[src/rtl/txe_pkg.sv]
package txe_pkg;
    localparam int IID_W = 4;
    localparam logic [IID_W-1:0] IID_NONE = 4'h1;
    localparam logic [IID_W-1:0] IID_THRE = 4'h2;

    typedef enum logic {
        DS_IDLE = 1'b0,
        DS_WAIT = 1'b1
    } dly_state_e;
endpackage

[src/rtl/txe_fill_count.sv]
module txe_fill_count #(
    parameter int DEPTH = 16,
    localparam int LVL_W = $clog2(DEPTH + 1)
) (
    input  logic             clk,
    input  logic             rst_n,
    input  logic             push_i,
    input  logic             pop_i,
    output logic             push_acc_o,
    output logic [LVL_W-1:0] level_o
);
    typedef struct packed {
        logic [LVL_W-1:0] level;
    } fill_t;

    fill_t q, d;
    logic  full, empty, push_ok, pop_ok;

    always_comb begin
        d       = q;
        full    = (q.level == LVL_W'(DEPTH));
        empty   = (q.level == '0);
        pop_ok  = pop_i && !empty;
        push_ok = push_i && (!full || pop_i);
        if (push_ok && !pop_ok)
            d.level = q.level + LVL_W'(1);
        else if (pop_ok && !push_ok)
            d.level = q.level - LVL_W'(1);
    end

    always_ff @(posedge clk or negedge rst_n) begin
        if (!rst_n) q <= '0;
        else        q <= d;
    end

    assign push_acc_o = push_ok;
    assign level_o    = q.level;

    assert_no_overflow_R2: assert property (@(posedge clk) disable iff (!rst_n)
        q.level <= LVL_W'(DEPTH));
endmodule

[src/rtl/txe_empty_track.sv]
module txe_empty_track
    import txe_pkg::*;
#(
    parameter int LVL_W     = 5,
    parameter int CHAR_BITS = 10,
    localparam int DCNT_W   = $clog2(CHAR_BITS),
    localparam int DLY      = CHAR_BITS - 1
) (
    input  logic             clk,
    input  logic             rst_n,
    input  logic             push_acc_i,
    input  logic [LVL_W-1:0] level_i,
    input  logic             bit_tick_i,
    output logic             thre_o
);
    typedef struct packed {
        logic              thre;
        dly_state_e        st;
        logic [DCNT_W-1:0] dcnt;
        logic              multi;
    } trk_t;

    localparam trk_t TRK_RST = '{thre: 1'b1, st: DS_IDLE, dcnt: '0, multi: 1'b0};

    trk_t q, d;

    always_comb begin
        d = q;
        if (push_acc_i) begin
            d.thre = 1'b0;
            d.st   = DS_IDLE;
        end else if (level_i != '0) begin
            d.st = DS_IDLE;
        end else if (!q.thre) begin
            if (q.st == DS_WAIT) begin
                if (bit_tick_i) begin
                    if (q.dcnt == DCNT_W'(1)) begin
                        d.thre = 1'b1;
                        d.st   = DS_IDLE;
                    end else begin
                        d.dcnt = q.dcnt - DCNT_W'(1);
                    end
                end
            end else if (q.multi) begin
                d.thre = 1'b1;
            end else begin
                d.st   = DS_WAIT;
                d.dcnt = DCNT_W'(DLY);
            end
        end
        if (level_i >= LVL_W'(2))
            d.multi = 1'b1;
        if (d.thre && !q.thre)
            d.multi = 1'b0;
    end

    always_ff @(posedge clk or negedge rst_n) begin
        if (!rst_n) q <= TRK_RST;
        else        q <= d;
    end

    assign thre_o = q.thre;

    assert_empty_only_at_zero_R3: assert property (@(posedge clk) disable iff (!rst_n)
        q.thre |-> (level_i == '0));

    assert_write_drops_empty_R3: assert property (@(posedge clk) disable iff (!rst_n)
        push_acc_i |=> !thre_o);
endmodule

[src/rtl/txe_irq_ctl.sv]
module txe_irq_ctl
    import txe_pkg::*;
(
    input  logic             clk,
    input  logic             rst_n,
    input  logic             thre_i,
    input  logic             thr_wr_i,
    input  logic             iir_rd_i,
    input  logic             fifo_en_i,
    input  logic             tx_ie_i,
    output logic             tx_irq_o,
    output logic [IID_W-1:0] irq_id_o
);
    typedef struct packed {
        logic pend;
        logic thre_seen;
        logic fen_seen;
    } irq_t;

    localparam irq_t IRQ_RST = '{pend: 1'b0, thre_seen: 1'b1, fen_seen: 1'b0};

    irq_t q, d;
    logic rise, fen_chg, clr;

    assign tx_irq_o = q.pend && fifo_en_i && tx_ie_i;
    assign irq_id_o = tx_irq_o ? IID_THRE : IID_NONE;

    always_comb begin
        d           = q;
        d.thre_seen = thre_i;
        d.fen_seen  = fifo_en_i;
        rise        = thre_i && !q.thre_seen;
        fen_chg     = fifo_en_i ^ q.fen_seen;
        clr         = thr_wr_i || (iir_rd_i && tx_irq_o);
        if (clr)
            d.pend = 1'b0;
        else if (rise || (fen_chg && tx_ie_i && thre_i))
            d.pend = 1'b1;
    end

    always_ff @(posedge clk or negedge rst_n) begin
        if (!rst_n) q <= IRQ_RST;
        else        q <= d;
    end

    assert_write_clears_R7: assert property (@(posedge clk) disable iff (!rst_n)
        thr_wr_i |=> !tx_irq_o);

    assert_read_clears_R7: assert property (@(posedge clk) disable iff (!rst_n)
        (iir_rd_i && tx_irq_o) |=> !q.pend);

    assert_rise_sets_R6: assert property (@(posedge clk) disable iff (!rst_n)
        ($rose(thre_i) && !thr_wr_i && !iir_rd_i) |=> q.pend);
endmodule

[src/rtl/txe_intr_top.sv]
module txe_intr_top
    import txe_pkg::*;
#(
    parameter int DEPTH     = 16,
    parameter int CHAR_BITS = 10,
    localparam int LVL_W    = $clog2(DEPTH + 1)
) (
    input  logic             clk,
    input  logic             rst_n,
    input  logic             thr_wr,
    input  logic             iir_rd,
    input  logic             fifo_en,
    input  logic             tx_ie,
    input  logic             ser_pop,
    input  logic             bit_tick,
    output logic [LVL_W-1:0] fill_level,
    output logic             thr_empty,
    output logic             tx_irq,
    output logic [IID_W-1:0] irq_id
);
    logic push_acc;

    txe_fill_count #(.DEPTH(DEPTH)) u_fill (
        .clk        (clk),
        .rst_n      (rst_n),
        .push_i     (thr_wr),
        .pop_i      (ser_pop),
        .push_acc_o (push_acc),
        .level_o    (fill_level)
    );

    txe_empty_track #(.LVL_W(LVL_W), .CHAR_BITS(CHAR_BITS)) u_trk (
        .clk        (clk),
        .rst_n      (rst_n),
        .push_acc_i (push_acc),
        .level_i    (fill_level),
        .bit_tick_i (bit_tick),
        .thre_o     (thr_empty)
    );

    txe_irq_ctl u_irq (
        .clk       (clk),
        .rst_n     (rst_n),
        .thre_i    (thr_empty),
        .thr_wr_i  (thr_wr),
        .iir_rd_i  (iir_rd),
        .fifo_en_i (fifo_en),
        .tx_ie_i   (tx_ie),
        .tx_irq_o  (tx_irq),
        .irq_id_o  (irq_id)
    );
endmodule

[config.mk]
export PLATFORM = sky130hd
export DESIGN_NAME = txe_intr_top
export DESIGN_NICKNAME = d
export VERILOG_FILES = /design/src/rtl/txe_pkg.sv /design/src/rtl/txe_fill_count.sv /design/src/rtl/txe_empty_track.sv /design/src/rtl/txe_irq_ctl.sv /design/src/rtl/txe_intr_top.sv
export SDC_FILE = /design/constraint.sdc
export NUM_CORES = 1
export LEC_CHECK = 0
export ABC_AREA = 0
export BUFFER_PORTS_ARGS = -buffer_cell sky130_fd_sc_hd__buf_2
export CAP_MARGIN = 20
export CORE_ASPECT_RATIO = 0.9
export CORE_MARGIN = 2
export CORE_UTILIZATION = 48
export DETAILED_ROUTE_END_ITERATION = 10
export PLACE_DENSITY_LB_ADDON = 0.12
export SETUP_SLACK_MARGIN = 0.5
export SYNTH_ARGS = -nofsm -noshare
export SYNTH_HDL_FRONTEND = slang
export SYNTH_SLANG_ARGS = --single-unit
[constraint.sdc]
create_clock -name clk -period 3 [get_ports clk]
set_clock_uncertainty 0.1 [all_clocks]
set_input_delay 0.6 -clock clk [delete_from_list [all_inputs] [get_ports clk]]
set_output_delay 0.6 -clock clk [all_outputs]
set_load 0.005 [all_outputs]
# Word level (Yosys, flattened, before mapping)
# Cells that the tools add are included.
[word_totals]
elab_cells = 65
inputBits = 8
regBits = 15
output_inout_bits = 11
[classes]
reduce_logical = 26
n_mux = 17
n_addsub = 3
n_eq_ne = 6
order_cmp = 1
bitwise_logic = 4
[ops]
columns = ["op", "n"]
rows = [
  ["two-way mux 6 bit", 3],
  ["two-way mux 5 bit", 3],
  ["logical AND 1 bit", 11],
  ["two-way mux 1 bit", 7],
  ["zero test 1 bit", 6],
  ["two-way mux 2 bit", 3],
  ["AND reduction 6 bit", 1],
  ["nonzero test 2 bit", 3],
  ["adder 5 x 1 -> 5 bit, second input constant", 1],
  ["== test 5 bit, second input constant", 1],
  ["greater-or-equal comparator 5 x 2 -> 1 bit, second input constant", 1],
  ["zero test 5 bit", 1],
  ["nonzero test 5 bit", 1],
  ["subtractor 5 x 1 -> 5 bit, second input constant", 1],
  ["== test 4 x 1 -> 1 bit, second input constant", 1],
  ["two-way mux 4 bit", 1],
  ["!= test 2 bit, second input constant", 2],
  ["subtractor 4 x 1 -> 4 bit, second input constant", 1],
  ["logical OR 1 bit", 3],
  ["!= test 3 bit, second input constant", 1],
  ["inverter 1 bit", 3],
  ["!= test 2 x 1 -> 1 bit, second input constant", 1],
  ["bitwise XOR 1 bit", 1],
]

# Depth between registers and ports, before layout
[depth]
ltp_word = 9
ltp_mapped = 9
mapped_depth_nobuf = 9

# Modules after synthesis
# From an unflattened synthesis, not the netlist that was laid out.
[hier_totals]
cells_unflattened = 93
area_unflattened_um2 = 952.2
[by_module_without_submodules]
columns = ["module", "area_per_inst_um2", "seq_area_each_um2", "instances", "cells_each"]
rows = [
  ["txe_fill_count", 402.9, 125.1, 1, 42],
  ["txe_empty_track", 397.9, 176.4, 1, 37],
  ["txe_irq_ctl", 151.4, 76.3, 1, 14],
]

# Worst setup path before layout
# OpenSTA, ideal clock, no wires.
[synth_path]
kind = "register -> register"
from = "reg u_fill.q (netlist bit u_fill.level_o[1])"
to = "reg u_fill.q (netlist bit u_fill.level_o[4])"
slack_ps = 112
synth_period_minus_slack_ps = 2888
arrival_ps = 2652
stages_incl_launch_ff = 9
required_time_ps = 2764
setup_time_ps = 136
path_buffers = 0
cell_sequence = "dfrtp_1 > or4_4 > o31a_2 > ha_1 > inv_1 > ha_1 > a21o_1 > a2111oi_0 > o31ai_1"
[synth_via]
elab_chain_cells = 7
word_cells_on_any_way = 16
cone_classes = "add/sub (2); eq/ne (1); mux (2); reduce/logical (11)"
[synth_lines]
columns = ["element", "line", "source"]
rows = [
  ["from (decl)", "txe_fill_count.sv:16", "fill_t q, d;"],
  ["from (signal assigned)", "txe_fill_count.sv:32", "if (!rst_n) q <= '0;"],
  ["from (signal assigned)", "txe_fill_count.sv:33", "else q <= d;"],
  ["parallel branches: the longest is 7 deep, another holds subtractor 5 x 1 -> 5 bit", "n/a", ""],
]
# Several ways; the timed one is not identified. The select of a mux whose other input is x is not followed.
# A chain may end at the register's enable or synchronous reset.

# Final worst setup path
[layout_path]
from = "reg u_fill.q (netlist bit u_fill.level_o[3])"
to = "reg u_fill.q (netlist bit u_fill.level_o[4])"
# The elaborated chain is that of the path after synthesis.

==> parameters.txt <==
Parameter                              Value

Layout
  Filler Cell Count ... 175
  Ant diodes ... 0
  Area growth from synthesis to layout ... 25.0%
  Layout cell share with drive strength beyond 1 ... 39.7%
  Fin area ... around 0.0012 sq mm
  Layout net count ... between 100 and 150
  Post-layout utilization of the core ... 62.7%
  Area occupied by multi-input gates ... 576 sq um
  Area of all sequential standard cells ... about 380 sq um

Floorplanning
  Placeable core area ... 0.00188 sq mm
  Chip Width ... between 50 and 60 microns
  Overall die area ... around 0.0023 sq mm
  Effective utilization at floorplan ... 50.2%
  DIE HEIGHT ... roughly 46 microns
  Floorplan row count ... 15
  Boundary pin count ... 19

Run status
  Status ... finished, final reports clean

Global route
  First-pass GRT wire length ... roughly 3400 microns
  Initial antenna violation count ... 0
  Maximum number of pins on one net before global-route repair ... 16
  Total GRT Usage ... 20.1%
  Global route total overflow ... 0
  Via count of the first global-routing pass ... between 700 and 800

Power and ir drop
  Largest vdd supply drop ... approximately 450 uV
  Power per unit of standard cell area ... between 800 and 900 mW/mm^2
  Leakage ... roughly 0.56 nW

Detailed routing
  Post-route DRC violation count ... 0
  Routed Wire Length ... 1870 microns
  Count of routing violations after the opening detailed-route iteration ... 8
  Routed WL per cell ... 13.3 microns
  Antenna Nets Post-Route ... 0
  Vias per Instance ... roughly 5.2
  Via Count ... 740
  First-pass iteration count of the detailed router ... 4

Clocking
  # hold bufs at CTS ... 0
  Insertion delay of the later-clocked pin in the worst-skew pair ... roughly 280 ps
  Clk buf depth ... 2
  Clock sink count ... 15
  Number of buffers created by CTS ... 3
  Clock transition at the registers of the reported paths ... 90 ps
  CTS Root Buffer Type ... sky130_fd_sc_hd__clkbuf_4
  Max H-tree Level ... 1
  TritonCTS clock tree ... built

Placement
  Total half-perimeter wirelength after legalization and detailed placement ... approximately 1400 microns
  PortBufs ... 16
  Post-DP Area ... ~0.0011 sq mm
  Weighted congestion reported at the end of routability-driven placement ... between 0.7 and 0.8

Min path
  Min-delay worst type ... primary input to async pin

STA
  Highest Clock Rate ... ~380 MHz
  Final worst hold slack ... about 110 ps
  Setup Viol. Count Final ... 0
  Fraction of the cycle the final worst path needs ... around 87%
  RSZ-0062 raised after global routing ... yes
  Max-slew violation count ... 0
  Post-route setup TNS ... 0 ps
  Final period demand of the worst path ... between 2000 and 3000 ps
  Hold violation count in the final report ... 0

Logic synthesis
  Number of flops mapped to enable cells by yosys ... 0
  Seq cells post-synth ... 15
  Area share of the leading cell type in the synthesized netlist ... between 30% and 40%
  Area contributors post-synth ... sky130_fd_sc_hd__dfrtp_1 (35%), sky130_fd_sc_hd__ha_1 (8.0%), sky130_fd_sc_hd__dfstp_2 (5.6%)
  Sequential area share after synthesis ... approximately 40%
  Synth warnings ... 0
  Mapped Avg Cell Area ... approximately 10 sq um
  Cell type contributing the most total cell area after synthesis ... sky130_fd_sc_hd__dfrtp_1
  Post-synth cell types ... 36
  Prevailing post-synth register cell ... sky130_fd_sc_hd__dfrtp_1
  Post-Syn Instances ... 92
  Share of flip-flops with an asynchronous set or reset after synthesis ... 100%
  Post-synthesis cell area ... 942 sq um

Critical path
  Setup crit end kind ... register
  Critical path arrival ... 2660 ps
  Critical Setup Path Class ... register to register
  Worst EP required ... between 3000 and 4000 ps
  Peak fanout along the critical path ... 6
  Startpoint class of the critical path ... register

Job
  Reported max-cap violation count ... 0
## cell families after synthesis
family,synth area share (%)
buffers and inverters,5.58
AOI/OAI and AO/OA,15.7
DFF,40.1
xor gates and xnor gates,3.72
adders and majority gates,10.1
other,0.398
muxes,6.51
and+or+nand+nor,17.9
## synthesized netlist by cell type (2+ instances only)
cell	n
sky130_fd_sc_hd__dfrtp_1	13
sky130_fd_sc_hd__inv_1	7
sky130_fd_sc_hd__a21oi_1	6
sky130_fd_sc_hd__ha_1	6
sky130_fd_sc_hd__nor3_1	6
sky130_fd_sc_hd__o21ai_0	6
sky130_fd_sc_hd__nand2_1	5
sky130_fd_sc_hd__nor2_1	5
sky130_fd_sc_hd__buf_4	3
sky130_fd_sc_hd__xnor2_1	3
sky130_fd_sc_hd__a21o_1	2
sky130_fd_sc_hd__dfstp_2	2
sky130_fd_sc_hd__mux2_4	2
sky130_fd_sc_hd__mux2i_1	2
sky130_fd_sc_hd__o211ai_1	2
sky130_fd_sc_hd__o2bb2ai_1	2
## worst max-delay path, cell delays in order, from the launching register on
cell	delay, ps
sky130_fd_sc_hd__dfrtp_2	410
sky130_fd_sc_hd__or4_4	570
sky130_fd_sc_hd__o31a_4	310
sky130_fd_sc_hd__ha_4	180
sky130_fd_sc_hd__inv_6	80
sky130_fd_sc_hd__ha_4	200
sky130_fd_sc_hd__a21o_1	200
sky130_fd_sc_hd__a21oi_2	160
sky130_fd_sc_hd__mux2i_1	190
sky130_fd_sc_hd__o31ai_1	80
## cells in the final DEF, fill, tap and decap left out, drive strengths merged, types with 3 or more instances in the layout
cell,n
a21oi,6
mux2,3
inv,7
nor2,5
ha,6
xnor2,3
clkbuf,4
buf,23
o21ai,6
nor3,8
dfrtp,13
nand2,5
## power by group
group / switching (mW) / internal [mW] / total [mW]
clock network: 0.0619 / 0.0515 / 0.113
logic: 0.242 / 0.259 / 0.501
registers: 0.0666 / 0.264 / 0.330
## metal layers
metal / global-route usage [%] / wire length [microns] / vias to the layer above
met1: 24.2 / 846 / 351
met4: 9.73 / 17 / 0
met5: 0 / 0 / -
li1: - / - / 371
met2: 35.8 / 964 / 16
met3: 2.96 / 45 / 2
## registers in the layout (all words and copies together) (netlist names)
register        flops
u_fill.level_o      5
u_irq.q             3
u_trk.q             6
u_trk.thre_o        1
## timing repair
item                       CTS  global route
pin swaps                    3             1
setup endpoints to repair    3             3
gates resized for setup      3             1
setup buffers                5             1
## layout make-up
| class | instances | area share (%) |
|---|---|---|
| repair buffers | 23 | 11.3 |
| inverters | 7 | 2.66 |
| clock buffers | 4 | 2.23 |
| well taps | 25 | 2.66 |
| flip-flops and latches | 15 | 32.3 |
| multi-input cells | 67 | 48.9 |
## metrics by stage
stage,std cells,setup slack (ps),power [mW]
floorplan,93,404,0.654
global route,141,296,1.03
global placement,131,340,0.773
finish,141,402,0.944
detailed placement,131,284,0.789
CTS,140,384,0.948
## final timing paths
path	to	from	slack, ps	depth (start not counted)
worst max register to register	u_fill.level_o[4]	u_fill.level_o[3]	400	9
worst max-delay path	u_fill.level_o[4]	u_fill.level_o[3]	400	9
worst min register to register	u_irq.q[1]	u_trk.thre_o	310	0
min in group clk	u_irq.q[1]	u_trk.thre_o	310	0
max in group asynchronous	u_trk.thre_o	rst_n	2390	1
worst min-delay path	u_trk.q[3]	rst_n	110	1
Note: power is estimated with default switching activity, not from simulation.
